## src/rtl/pspwm_pkg.sv

```systemverilog
package pspwm_pkg;

   localparam int PSPWM_CARRIERS = 2;
   localparam int PSPWM_LEGS     = 4;
   localparam int PSPWM_GATES    = 2 * PSPWM_LEGS;

   typedef enum logic {
      DIR_DOWN = 1'b0,
      DIR_UP   = 1'b1
   } dir_e;

endpackage

```

## src/rtl/pspwm_carrier.sv

```systemverilog
module pspwm_carrier #(
   parameter int PERIOD = 2500,
   parameter int CNT_W  = 12,
   parameter int START  = 0
) (
   input  logic             clk,
   input  logic             rst,
   input  logic             en,
   output logic [CNT_W-1:0] cnt_o,
   output logic             peak_o
);

   localparam logic [CNT_W-1:0] TOP   = CNT_W'(PERIOD);
   localparam logic [CNT_W-1:0] SEED  = CNT_W'(START);
   localparam logic [CNT_W-1:0] ONE   = CNT_W'(1);

   pspwm_pkg::dir_e dir_q;
   logic [CNT_W-1:0] cnt_q;

   always_ff @(posedge clk) begin
      if (rst || !en) begin
         cnt_q <= SEED;
         dir_q <= pspwm_pkg::DIR_UP;
      end else if (dir_q == pspwm_pkg::DIR_UP) begin
         if (cnt_q == TOP) begin
            cnt_q <= TOP - ONE;
            dir_q <= pspwm_pkg::DIR_DOWN;
         end else begin
            cnt_q <= cnt_q + ONE;
         end
      end else begin
         if (cnt_q == '0) begin
            cnt_q <= ONE;
            dir_q <= pspwm_pkg::DIR_UP;
         end else begin
            cnt_q <= cnt_q - ONE;
         end
      end
   end

   assign cnt_o  = cnt_q;
   assign peak_o = (cnt_q == TOP);

endmodule

```

## src/rtl/pspwm_capture.sv

```systemverilog
module pspwm_capture #(
   parameter int PERIOD = 2500,
   parameter int CNT_W  = 12,
   parameter int REF_W  = 12,
   parameter int TH_W   = 11
) (
   input  logic                    clk,
   input  logic                    rst,
   input  logic                    en,
   input  logic                    peak_i,
   input  logic signed [REF_W-1:0] ref_i,
   input  logic        [TH_W-1:0]  th_a_i,
   input  logic        [TH_W-1:0]  th_b_i,
   output logic        [CNT_W-1:0] lvl_pos_o,
   output logic        [CNT_W-1:0] lvl_neg_o,
   output logic        [CNT_W-1:0] th_a_o,
   output logic        [CNT_W-1:0] th_b_o
);

   localparam int SW = ((REF_W > CNT_W) ? REF_W : CNT_W) + 2;
   localparam int TW = ((TH_W > CNT_W) ? TH_W : CNT_W) + 1;
   localparam logic [CNT_W-1:0] MID = CNT_W'(PERIOD / 2);

   function automatic logic [CNT_W-1:0] sat_level(input logic signed [SW-1:0] v);
      logic [CNT_W-1:0] r;
      if (v < 0)
         r = '0;
      else if (v > SW'(PERIOD))
         r = CNT_W'(PERIOD);
      else
         r = v[CNT_W-1:0];
      return r;
   endfunction

   function automatic logic [CNT_W-1:0] sat_thresh(input logic [TH_W-1:0] t);
      logic [TW-1:0]    tx;
      logic [CNT_W-1:0] r;
      tx = TW'(t);
      if (tx > TW'(PERIOD / 2))
         r = MID;
      else
         r = tx[CNT_W-1:0];
      return r;
   endfunction

   logic signed [SW-1:0] ref_x;
   logic signed [SW-1:0] mid_x;
   logic signed [SW-1:0] pos_x;
   logic signed [SW-1:0] neg_x;
   logic                 load;

   assign ref_x = SW'(ref_i);
   assign mid_x = SW'(PERIOD / 2);
   assign pos_x = mid_x + ref_x;
   assign neg_x = mid_x - ref_x;
   assign load  = !en || peak_i;

   always_ff @(posedge clk) begin
      if (rst) begin
         lvl_pos_o <= MID;
         lvl_neg_o <= MID;
         th_a_o    <= '0;
         th_b_o    <= '0;
      end else if (load) begin
         lvl_pos_o <= sat_level(pos_x);
         lvl_neg_o <= sat_level(neg_x);
         th_a_o    <= sat_thresh(th_a_i);
         th_b_o    <= sat_thresh(th_b_i);
      end
   end

endmodule

```

## src/rtl/pspwm_leg.sv

```systemverilog
module pspwm_leg #(
   parameter int PERIOD = 2500,
   parameter int CNT_W  = 12
) (
   input  logic             clk,
   input  logic             rst,
   input  logic             en,
   input  logic [CNT_W-1:0] carr_i,
   input  logic [CNT_W-1:0] lvl_i,
   input  logic [CNT_W-1:0] th_i,
   output logic             hi_o,
   output logic             lo_o
);

   logic [CNT_W:0] reach;
   logic           in_window;
   logic           above;

   assign reach     = {1'b0, carr_i} + {1'b0, th_i};
   assign in_window = (carr_i < th_i) || (reach > (CNT_W + 1)'(PERIOD));
   assign above     = (lvl_i > carr_i);

   always_ff @(posedge clk) begin
      if (rst || !en) begin
         hi_o <= 1'b0;
         lo_o <= 1'b0;
      end else begin
         hi_o <= above | in_window;
         lo_o <= ~above | in_window;
      end
   end

endmodule

```

## src/rtl/pspwm_cascade.sv

```systemverilog
module pspwm_cascade #(
   parameter int PERIOD = 2500,
   parameter int REF_W  = 12,
   parameter int TH_W   = 11
) (
   input  logic                    clk,
   input  logic                    rst,
   input  logic                    run_en,
   input  logic signed [REF_W-1:0] ref_i,
   input  logic        [TH_W-1:0]  boost_a_i,
   input  logic        [TH_W-1:0]  boost_b_i,
   output logic        [7:0]       gate_o
);

   localparam int NC    = pspwm_pkg::PSPWM_CARRIERS;
   localparam int NL    = pspwm_pkg::PSPWM_LEGS;
   localparam int CNT_W = $clog2(PERIOD + 1);

   if (PERIOD < 4 || (PERIOD % 2) != 0) begin : g_bad_period
      $error("pspwm_cascade: PERIOD must be even and at least 4");
   end
   if (REF_W < 2) begin : g_bad_ref
      $error("pspwm_cascade: REF_W must be at least 2");
   end
   if (TH_W < 1) begin : g_bad_th
      $error("pspwm_cascade: TH_W must be at least 1");
   end
   if (pspwm_pkg::PSPWM_GATES != 8) begin : g_bad_gates
      $error("pspwm_cascade: gate count must be 8");
   end

   logic [CNT_W-1:0] carr    [NC];
   logic             peak    [NC];
   logic [CNT_W-1:0] lvl_pos [NC];
   logic [CNT_W-1:0] lvl_neg [NC];
   logic [CNT_W-1:0] th_a    [NC];
   logic [CNT_W-1:0] th_b    [NC];
   logic [NL-1:0]    hi_w;
   logic [NL-1:0]    lo_w;

   for (genvar k = 0; k < NC; k++) begin : g_carrier
      localparam int START = (k == 0) ? 0 : PERIOD / 2;

      pspwm_carrier #(
         .PERIOD (PERIOD),
         .CNT_W  (CNT_W),
         .START  (START)
      ) u_carr (
         .clk    (clk),
         .rst    (rst),
         .en     (run_en),
         .cnt_o  (carr[k]),
         .peak_o (peak[k])
      );

      pspwm_capture #(
         .PERIOD (PERIOD),
         .CNT_W  (CNT_W),
         .REF_W  (REF_W),
         .TH_W   (TH_W)
      ) u_cap (
         .clk       (clk),
         .rst       (rst),
         .en        (run_en),
         .peak_i    (peak[k]),
         .ref_i     (ref_i),
         .th_a_i    (boost_a_i),
         .th_b_i    (boost_b_i),
         .lvl_pos_o (lvl_pos[k]),
         .lvl_neg_o (lvl_neg[k]),
         .th_a_o    (th_a[k]),
         .th_b_o    (th_b[k])
      );
   end

   for (genvar i = 0; i < NL; i++) begin : g_leg
      localparam int K    = i % NC;
      localparam bit NEG  = (i == 1) || (i == 2);
      localparam bit MODB = (i >= 2);

      logic [CNT_W-1:0] lvl_sel;
      logic [CNT_W-1:0] th_sel;

      if (NEG) begin : g_neg
         assign lvl_sel = lvl_neg[K];
      end else begin : g_pos
         assign lvl_sel = lvl_pos[K];
      end

      if (MODB) begin : g_mod_b
         assign th_sel = th_b[K];
      end else begin : g_mod_a
         assign th_sel = th_a[K];
      end

      pspwm_leg #(
         .PERIOD (PERIOD),
         .CNT_W  (CNT_W)
      ) u_leg (
         .clk    (clk),
         .rst    (rst),
         .en     (run_en),
         .carr_i (carr[K]),
         .lvl_i  (lvl_sel),
         .th_i   (th_sel),
         .hi_o   (hi_w[i]),
         .lo_o   (lo_w[i])
      );

      assign gate_o[2*i]     = hi_w[i];
      assign gate_o[2*i + 1] = lo_w[i];
   end

endmodule

```

## config.mk

```make
export PLATFORM = sky130hd
export DESIGN_NAME = pspwm_cascade
export DESIGN_NICKNAME = d
export VERILOG_FILES = /design/src/rtl/pspwm_pkg.sv /design/src/rtl/pspwm_carrier.sv /design/src/rtl/pspwm_capture.sv /design/src/rtl/pspwm_leg.sv /design/src/rtl/pspwm_cascade.sv
export SDC_FILE = /design/constraint.sdc
export NUM_CORES = 1
export LEC_CHECK = 0
export ABC_CLOCK_PERIOD_IN_PS = 8300
export BUFFER_PORTS_ARGS = -buffer_cell sky130_fd_sc_hd__buf_2
export CAP_MARGIN = 40
export CORE_UTILIZATION = 60
export CTS_BUF_LIST = sky130_fd_sc_hd__clkbuf_2
export DETAILED_ROUTE_END_ITERATION = 10
export PLACE_DENSITY = 0.81
export SLEW_MARGIN = 15
export SYNTH_ARGS = -nofsm -noshare
export SYNTH_HDL_FRONTEND = slang
export SYNTH_SLANG_ARGS = --single-unit
```

## constraint.sdc

```tcl
create_clock -name clk -period 8.3 [get_ports clk]
set_input_delay 2.075 -clock clk [delete_from_list [all_inputs] [get_ports clk]]
set_output_delay 2.075 -clock clk [all_outputs]
set_load 0.05 [all_outputs]
```

# [Yosys cells after proc, flatten, opt, wreduce, memory -nomap -nowiden]
# Index checks and enable logic that the tools add are counted.
[word_totals] reg_bits=130 out_inout_bits=8 in_bits=37 wordCells=90
[classes] n_mux=18 add_sub_neg=10 n_eq_ne=2 n_lt_le_gt_ge=18 bitwise_logic=12 n_reduce_logical=10
[ops] operator="12-bit two-way mux" n=10
[ops] operator="12-bit by 12-bit adder with 13-bit output" n=4
[ops] operator="13-bit by 12-bit greater-than comparator with 1-bit output, second input constant" n=4
[ops] operator="12-bit greater-than comparator" n=4
[ops] operator="12-bit less-than comparator" n=4
[ops] operator="13-bit greater-than comparator, second input constant" n=2
[ops] operator="13-bit by 1-bit less-than comparator with 1-bit output, second input constant" n=2
[ops] operator="12-bit by 1-bit adder with 12-bit output, second input constant" n=2
[ops] operator="12-bit equality test, second input constant" n=2
[ops] operator="12-bit logical NOT" n=2
[ops] operator="12-bit by 1-bit subtractor with 12-bit output, second input constant" n=2
[ops] operator="11-bit greater-than comparator, second input constant" n=2
[ops] operator="11-bit two-way mux" n=2
[ops] operator="12-bit by 12-bit adder with 13-bit output, first input constant" n=1
[ops] operator="12-bit by 12-bit subtractor with 13-bit output, first input constant" n=1
[ops] operator="1-bit OR" n=8
[ops] operator="1-bit logical OR" n=7
[ops] operator="1-bit two-way mux" n=6
[ops] operator="1-bit inverter" n=4
[ops] operator="1-bit logical NOT" n=1

# [Longest topological paths before layout]
# Gate-level depths: netlist of run 1.
[logic_depth] ltp_word=4 mapped_depth=11 depth_no_buf=10

# [By module]
# A second synthesis of run 1 with hierarchy kept.
[hier_totals] cells_unflattened=1524 area_unflattened_um2=12234.2
[by_module_without_submodules] module="pspwm_capture" n_inst=2 cells_each=308 seq_area_each_um2=920.9 area_per_inst_um2=2593.7
[by_module_without_submodules] module="pspwm_leg (g_leg[1].u_leg ...)" n_inst=3 cells_each=168 seq_area_each_um2=40.0 area_per_inst_um2=1286.2
[by_module_without_submodules] module="pspwm_leg (g_leg[0].u_leg)" n_inst=1 cells_each=171 seq_area_each_um2=40.0 area_per_inst_um2=1285.0
[by_module_without_submodules] module="pspwm_carrier (g_carrier[0].u_carr)" n_inst=1 cells_each=118 seq_area_each_um2=260.2 area_per_inst_um2=973.4
[by_module_without_submodules] module="pspwm_carrier (g_carrier[1].u_carr)" n_inst=1 cells_each=115 seq_area_each_um2=260.2 area_per_inst_um2=929.6

# [Least setup slack after synthesis of run 1]
# OpenSTA, ideal clock, no wires.
[synth_path] kind="in2reg" startpoint="input port ref_i[2]" endpoint="register g_carrier[0].u_cap.lvl_neg_o[6]" required_time_ps=8180 setup_slack_ps=4035 cell_stages=11 setup_time_ps=120 arrival_time_ps=4145 path_buffers=1 cell_sequence="buf_2 inv_1 ha_1 nor2b_1 o21ai_0 and4_1 nor2_1 o32a_1 o21ai_4 a21oi_2 a211o_1"
[synth_via] elab_chain_cells=4 word_cells_on_any_way=5 cone_classes="1 x add/sub; 2 x order compare; 2 x mux"
[synth_lines] item="start: declaration" line="pspwm_cascade.sv:9" text="input logic signed [REF_W-1:0] ref_i,"
[synth_lines] item="12-bit by 12-bit subtractor with 13-bit output (*)" line="pspwm_capture.sv:55" text="assign neg_x = mid_x - ref_x;"
[synth_lines] item="13-bit greater-than comparator" line="pspwm_capture.sv:28" text="else if (v > SW'(PERIOD))"
[synth_lines] item="12-bit two-way mux" line="pspwm_capture.sv:28"
[synth_lines] item="12-bit two-way mux (*)" line="pspwm_capture.sv:26" text="if (v < 0)"
[synth_lines] item="end signal: assignment" line="pspwm_capture.sv:66" text="lvl_neg_o <= sat_level(neg_x);"
[synth_lines] item="end: declaration" line="pspwm_capture.sv:15" text="output logic [CNT_W-1:0] lvl_neg_o,"
# Every way passes the cells marked *; elsewhere a longest branch is shown, timed or not.
# A chain may end at the register's enable or synchronous reset.

# [Worst setup path after layout of run 1]
[layout_path] startpoint="input port ref_i[1]" endpoint="register g_carrier[1].u_cap.lvl_pos_o[6]"
[layout_via] elab_chain_cells=4 word_cells_on_any_way=5 cone_classes="1 x add/sub; 2 x order compare; 2 x mux"
[layout_lines] item="12-bit by 12-bit adder with 13-bit output (*)" line="pspwm_capture.sv:54" text="assign pos_x = mid_x + ref_x;"
[layout_lines] item="13-bit greater-than comparator" line="pspwm_capture.sv:28"
[layout_lines] item="12-bit two-way mux" line="pspwm_capture.sv:28"
[layout_lines] item="12-bit two-way mux (*)" line="pspwm_capture.sv:26"
[layout_lines] item="end signal: assignment" line="pspwm_capture.sv:65" text="lvl_pos_o <= sat_level(pos_x);"
[layout_lines] item="end: declaration" line="pspwm_capture.sv:14" text="output logic [CNT_W-1:0] lvl_pos_o,"
# Marks and branches as above.

==> metrics.md, run 1 <==
| Metric | Value |
|---|---|
| Number of detailed-route iterations in the first pass | 6 |
| IR Drop Worst-Case VDD | approximately 0.000094 V |
| Count of unique library cells instantiated by Yosys | 82 |
| Post-Synthesis Net Count | 1,531 |
| Static leakage power | 4.65 nW |
| Starting Density | 62.1% |
| Warning count from the yosys run | 0 |
| Worst rel slew slack | 42.6% |
| Maximum number of pins on one net before global-route repair | 83 |
| CTS tree | done |
| Number of global-route vias before repair | 9,209 |
| Max-cap violations | 0 |
| Data required time at the worst endpoint | between 8 and 9 ns |
| Antenna-violating nets left | 0 |
| Fin cells | 1,584 |
| Switching power total | 0.000476 W |
| Share of total power in sequential cells | between 40% and 50% |
| Clock latency of the later-clocked register in the worst-skew pair | 0.72 ns |
| Post-DP HPWL | approximately 21,000 um |
| Placed Cells incl. Taps | around 1,600 |
| Clock transition at the registers of the reported paths | 0.19 ns |
| Sink Count | between 100 and 150 |
| Share of total power in combinational logic | 23.8% |
| Setup violators final | 0 |
| Largest fanout on the critical path | 18 |
| Most area-hungry cell type in the Yosys netlist | sky130_fd_sc_hd__dfxtp_1 |
| Total number of vias | around 10,000 |
| Share of total power in the clock network | 27.8% |
| Row Count | 47 |
| Seq/Total Area, Yosys | 24.1% |
| Gate Count Post-Synth | 1,343 |
| Pwr Total | 0.00139 W |
| Sort of element at the end of the critical path | flop |
| Leading post-synthesis cells by cell area | sky130_fd_sc_hd__dfxtp_1, sky130_fd_sc_hd__ha_1, sky130_fd_sc_hd__a21oi_1 |
| Data arrival time of the critical path | 4.54 ns |
| Clk_skew | 0.0466 ns |
| Number of port buffers | 44 |
| Hold slack final | 0.478 ns |
| H-Tree Level Count | 4 |
| Antenna violations before repair | 2 |
| Fraction of post-synthesis cell area in the top cell type by area | 24.1% |
| DIE HEIGHT | 134 um |
| Actual slew at the worst max-slew pin | between 0.8 and 0.9 ns |
| Max clock buf depth | 2 |
| Share of flip-flops with an asynchronous set or reset | 0% |
| Most repeated cell in the gate-level netlist after synthesis | sky130_fd_sc_hd__ha_1 |
| Count of instances resized after the clock tree is built | 0 |
| Cell-internal power | 0.000911 W |
| GRT Util Overall | 30.8% |
| Buffer cell driving the clock tree root | sky130_fd_sc_hd__clkbuf_2 |
| Boundary Pins | 45 |
| Number of design rule violations left after detail routing | 0 |
| Total Die Area | about 0.018 mm^2 |
| Overflow left after global routing | 0 |
| Core Box Area | 0.0168 mm^2 |
| Wire length of the first global-routing pass | between 40,000 and 50,000 um |
| Switching fraction of total power | 34.3% |
| # Post-CTS Setup Buffers | 0 |
| Shortest period the worst path allows | ~4.0 ns |
| Critical path startpoint category | input pin |
| DR vias/cell | around 6.2 |
| Setup Slack @ Placement | 3.63 ns |
| Die X | between 100 and 150 um |
| Top cell types by occurrence after synthesis | sky130_fd_sc_hd__ha_1, sky130_fd_sc_hd__dfxtp_1, sky130_fd_sc_hd__nor2_1 |
| Maximum frequency from static timing analysis | between 0.2 and 0.3 GHz |
| Total CTS buffers | 17 |
| RePlAce Congestion | 0.940 |
| Total wire length | about 27,000 um |
| Cell area after synthesis | 0.0104 mm^2 |
| Flop and latch count out of synthesis | between 100 and 150 |
| RSZ-0062 raised after global routing | false |
| Post-Synthesis Mean Instance Area | 7.78 um^2 |
| Critical path type | in -> reg |
| Layout cell share with drive strength beyond 1 | under 10% |
| P&R area growth vs syn | 4.91% |
| Outcome | complete, no violations |
| Max Transition Viols Final | 0 |
| Class of the tightest hold or removal check | reg -> reg |
| Setup TNS | 0 ns |
| Post-route fraction of the period consumed by the critical path | 47.9% |
| Violation count after the first detailed-route iteration | around 740 |
| Power density over the cells | 127 mW/mm^2 |
| Wire per inst | 17.0 um |
| Endpoints failing hold | 0 |
| Top FF cell, synth | sky130_fd_sc_hd__dfxtp_1 |
| Count of nets after finishing | approximately 1,500 |
| Number of enable-type register cells in the synthesized netlist | 0 |
| Number of buffers added to fix hold violations after cts | 0 |
| Worst path setup slack after routing | 4.32 ns |
==> cell type report <==
| cell class | count | area (um^2) |
|---|---|---|
| Multi-Input combinational cell | 1039 | 7190 |
| Antenna cell | 2 | 5.00 |
| Inverter | 111 | 417 |
| Fill cell | 1513 | 5860 |
| Sequential cell | 126 | 2520 |
| Tap cell | 220 | 275 |
| Timing Repair Buffer | 54 | 314 |
| Clock inverter | 14 | 141 |
| Clock buffer | 18 | 90.1 |
==> critical path: stages <==
cell and delay [ns]:
sky130_fd_sc_hd__buf_2 0.18, sky130_fd_sc_hd__ha_1 0.30, sky130_fd_sc_hd__a311oi_2 0.44, sky130_fd_sc_hd__nand2b_2 0.15
sky130_fd_sc_hd__a31oi_2 0.24, sky130_fd_sc_hd__xor2_1 0.10, sky130_fd_sc_hd__o21ai_1 0.12, sky130_fd_sc_hd__a21oi_1 0.09
sky130_fd_sc_hd__o21bai_2 0.62, sky130_fd_sc_hd__a41oi_1 0.23
==> through the flow <==
stage               utilization, %  cell area [um^2]
global placement              63.4             10700
CTS                           65.1             11000
finish                        65.2             11000
floorplan                        -             10400
global route                  65.1             11000
detailed placement            63.8             10700
==> routing by layer <==
metal  vias up  global-route usage, %  wire (um)
met5         -                      0          0
met4         0                   10.9        614
met3        53                   5.25       1710
met2       325                   51.3      12500
met1      4585                   40.0      12100
li1       4852                      -          -
==> state kept, by name, summed over array words and instances, names as in the netlist <==
| name | count |
|---|---|
| g_carrier.u_cap.lvl_pos_o | 24 |
| g_carrier.u_cap.lvl_neg_o | 24 |
| g_leg.u_leg.hi_o | 4 |
| g_carrier.u_carr.dir_q | 2 |
| g_carrier.u_cap.th_a_o | 22 |
| g_carrier.u_cap.th_b_o | 22 |
| g_carrier.u_carr.cnt_o | 24 |
| g_leg.u_leg.lo_o | 4 |
==> power groups by stage <==
| stage | registers [W] | logic [W] | clock network, W |
|---|---|---|---|
| after floorplan | 0.000671 | 0.000254 | 0 |
| after global placement | 0.000683 | 0.000314 | 0 |
| after detailed placement | 0.000683 | 0.000324 | 0 |
| after CTS | 0.000671 | 0.000327 | 0.000393 |
| after global routing | 0.000675 | 0.000369 | 0.000419 |
| final | 0.000671 | 0.000330 | 0.000386 |
==> cells by family (layout without fill, tap and decap cells) <==
kind of cell	after synthesis	after routing	synth area share, %
muxes	7	7	0.695
other	0	2	0
buffers and inverters	178	197	7.08
AOI/OAI and AO/OA	380	380	24.6
adders and majority gates	151	151	18.4
and+or+nand+nor	456	456	21.3
DFF	126	126	24.1
xor gates and xnor gates	45	45	3.77
==> placed cells by master, fill, tap and decap left out, drive strengths merged, types with 45 or more instances in the layout <==
cell type,n
ha,147
buf,54
nor2,121
nor3,45
o21ai,64
inv,113
nand3,48
dfxtp,126
a21oi,110
nand2,97
==> final timing paths <==
| path | cells after the start | startpoint | slack [ns] | end |
|---|---|---|---|---|
| min | 2 | g_carrier[0].u_cap.lvl_pos_o[9] | 0.48 | g_carrier[0].u_cap.lvl_pos_o[9] |
| min reg2reg | 2 | g_carrier[0].u_cap.lvl_pos_o[9] | 0.48 | g_carrier[0].u_cap.lvl_pos_o[9] |
| max | 10 | ref_i[1] | 4.32 | g_carrier[1].u_cap.lvl_pos_o[6] |
| max reg2reg | 9 | g_carrier[0].u_carr.cnt_o[1] | 5.21 | g_leg[2].u_leg.hi_o |
(Power assumes the default switching activity.)
==> run 2, diff against run 1 <==
Settings changed: ABC_CLOCK_PERIOD_IN_PS 8300 to 3830.
Clock period 8.3 ns to 3.83 ns, I/O delays scaled along.
==> metrics.md, run 2 (synthesized netlist as in run 1, its figures left out) <==
| Metric | Value |
|---|---|
| Area of all placed cells without fillers | 0.0110 mm^2 (about the same) |
| P&R area growth vs syn | 5.75% (was 4.91%) |
| Buffer cell driving the clock tree root | sky130_fd_sc_hd__clkbuf_2 (unchanged) |
| Boundary Pins | 45 (unchanged) |
| Static leakage power | 4.70 nW (was 4.65 nW) |
| Actual slew at the worst max-slew pin | 0.850 ns (was 0.860 ns) |
| Largest fanout on the critical path | 10 (was 18) |
| Final-layout fill cell count | 1,476 (was 1,513) |
| DIE HEIGHT | 134 um (unchanged) |
| Wire length of the first global-routing pass | 44,400 um (about the same) |
| Outcome | complete, no violations (unchanged) |
| Maximum number of pins on one net before global-route repair | 81 (was 83) |
| Post-layout utilization of the core | 65.7% (was 65.2%) |
| Wire per inst | 17.1 um (was 17.0 um) |
| Critical path type | reg -> reg (was in -> reg) |
| IR Drop Worst-Case VDD | 0.000204 V (was 0.0000941 V) |
| Clock transition at the registers of the reported paths | 0.21 ns (was 0.19 ns) |
| Worst path setup slack after routing | 0.826 ns (was 4.32 ns) |
| Max-cap violations | 0 (unchanged) |
| Dpl cell area | 0.0108 mm^2 (was 0.0107 mm^2) |
| RePlAce Congestion | 0.903 (was 0.940) |
| # Post-CTS Setup Buffers | 0 (unchanged) |
| Violation count after the first detailed-route iteration | 822 (was 741) |
| Layout cell share with drive strength beyond 1 | 8.84% (was 8.22%) |
| Total Die Area | 0.0179 mm^2 (unchanged) |
| Largest incremental delay on the critical path | 0.74 ns (was 0.62 ns) |
| Number of detailed-route iterations in the first pass | 5 (was 6) |
| Data required time at the worst endpoint | 4.48 ns (was 8.86 ns) |
| Critical path startpoint category | flop (was input pin) |
| Max Transition Viols Final | 0 (unchanged) |
| Setup TNS | 0 ns (unchanged) |
| Number of port buffers | 44 (unchanged) |
| Setup Slack @ Placement | 0.562 ns (was 3.63 ns) |
| Shortest period the worst path allows | around 3 ns |
| Post-route fraction of the period consumed by the critical path | 78.4% |
| H-Tree Level Count | 4 (unchanged) |
| CP max-delay cell | sky130_fd_sc_hd__dfxtp_1 (was sky130_fd_sc_hd__o21bai_2) |
| Die X | 134 um (unchanged) |
| Total number of vias | 9,893 (was 9,815) |
| Power density over the cells | 279 mW/mm^2 (was 127 mW/mm^2) |
| Antenna-violating nets left | 0 (unchanged) |
| Number of buffers added to fix hold violations after cts | 0 (unchanged) |
| Combined flip-flop and latch cell area | 0.00252 mm^2 (unchanged) |
| Critical-path cell list | ha_1 > nor2b_1 > o21bai_1 > a2111oi_0 > or3_1 > a32oi_1 > a211oi_1 > o31ai_1 > a21o_1 (was buf_2 > ha_1 > a311oi_2 > nand2b_2 > a31oi_2 > xor2_1 > o21ai_1 > a21oi_1 > o21bai_2 > a41oi_1) |
| Clk_skew | 0.0378 ns (was 0.0466 ns) |
| Footprint of the multi-input gates | 0.00719 mm^2 (unchanged) |
| DR vias/cell | 6.22 (was 6.20) |
| GRT Util Overall | 30.8% (about the same) |
| Most frequent cells in the layout | sky130_fd_sc_hd__ha_1, sky130_fd_sc_hd__dfxtp_1, sky130_fd_sc_hd__nor2_1, sky130_fd_sc_hd__inv_1, sky130_fd_sc_hd__a21oi_1 (unchanged) |
| Row Count | 47 (unchanged) |
| Maximum frequency from static timing analysis | between 0.3 and 0.4 GHz |
| Antenna violations before repair | 1 (was 2) |
| Overflow left after global routing | 0 (unchanged) |
| Total CTS buffers | 17 (unchanged) |
| Count of instances resized after the clock tree is built | 0 (unchanged) |
| Worst rel slew slack | 43.3% (was 42.6%) |
| Pwr Total | 0.00308 W (was 0.00139 W) |
| CTS tree | done (unchanged) |
| Total wire length | 27,100 um (was 26,900 um) |
| Max clock buf depth | 2 (unchanged) |
| Commonest non-fill, non-tap cell in the layout | sky130_fd_sc_hd__ha_1 (unchanged) |
| Number of design rule violations left after detail routing | 0 (unchanged) |
| Post-DP HPWL | 20,800 um (was 20,600 um) |
| Core Box Area | 0.0168 mm^2 (unchanged) |
| Sort of element at the end of the critical path | flop (unchanged) |
| RSZ-0062 raised after global routing | false (unchanged) |
| Class of the tightest hold or removal check | in -> reg (was reg -> reg) |
| Clock latency of the later-clocked register in the worst-skew pair | 0.76 ns (was 0.72 ns) |
| Data arrival time of the critical path | 3.66 ns (was 4.54 ns) |
| Sink Count | 126 (unchanged) |
| Setup violators final | 0 (unchanged) |
| Starting Density | 62.1% (unchanged) |
| Count of nets after finishing | 1,544 (was 1,537) |
| Number of global-route vias before repair | 9,259 (was 9,209) |
| Endpoints failing hold | 0 (unchanged) |
==> run 2: final cells by class <==
class | instances | share of cell area (%)
flip-flops and latches | 126 | 22.8
clock buffers | 17 | 0.770
diodes | 1 | 0.0227
clock inverters | 15 | 1.56
well taps | 220 | 2.49
multi-input cells | 1039 | 65.1
repair buffers | 61 | 3.42
inverters | 111 | 3.77
==> run 2: critical path, delay by kind of cell (launching register included) <==
kind | cells | cell delay [ns]
compound gates | 6 | 1.50
fa+ha+maj | 1 | 0.35
simple gates | 2 | 0.32
flops | 1 | 0.74
==> run 2: per-stage QoR <==
stage	hold slack (ns)	std cells
floorplan	0.436	1343
global placement	0.447	1555
detailed placement	0.456	1556
CTS	0.444	1588
global route	0.431	1590
finish	0.469	1590
==> run 2: report_power, final <==
group / switching, W / internal, W / leakage, nW
logic: 0.000429 / 0.000288 / 3.51
clock network: 0.000587 / 0.000323 / 0.151
registers: 0.0000664 / 0.00139 / 1.04
==> run 2: worst paths after layout <==
kind / startpoint / slack [ns] / to / cells past startpoint
max: g_carrier[0].u_carr.cnt_o[1] / 0.83 / g_leg[2].u_leg.hi_o / 9
min: boost_a_i[4] / 0.47 / g_carrier[1].u_cap.th_a_o[4] / 3
min reg2reg: g_carrier[1].u_cap.lvl_neg_o[11] / 0.48 / g_carrier[1].u_cap.lvl_neg_o[11] / 2
max reg2reg: g_carrier[0].u_carr.cnt_o[1] / 0.83 / g_leg[2].u_leg.hi_o / 9
==> run 2: routing by layer <==
metal	global-route usage (%)	vias up	wire, um
met5	0	-	0
met2	51.0	346	12600
met3	4.84	64	1610
met1	40.1	4608	12000
met4	12.0	0	850
li1	-	4875	-
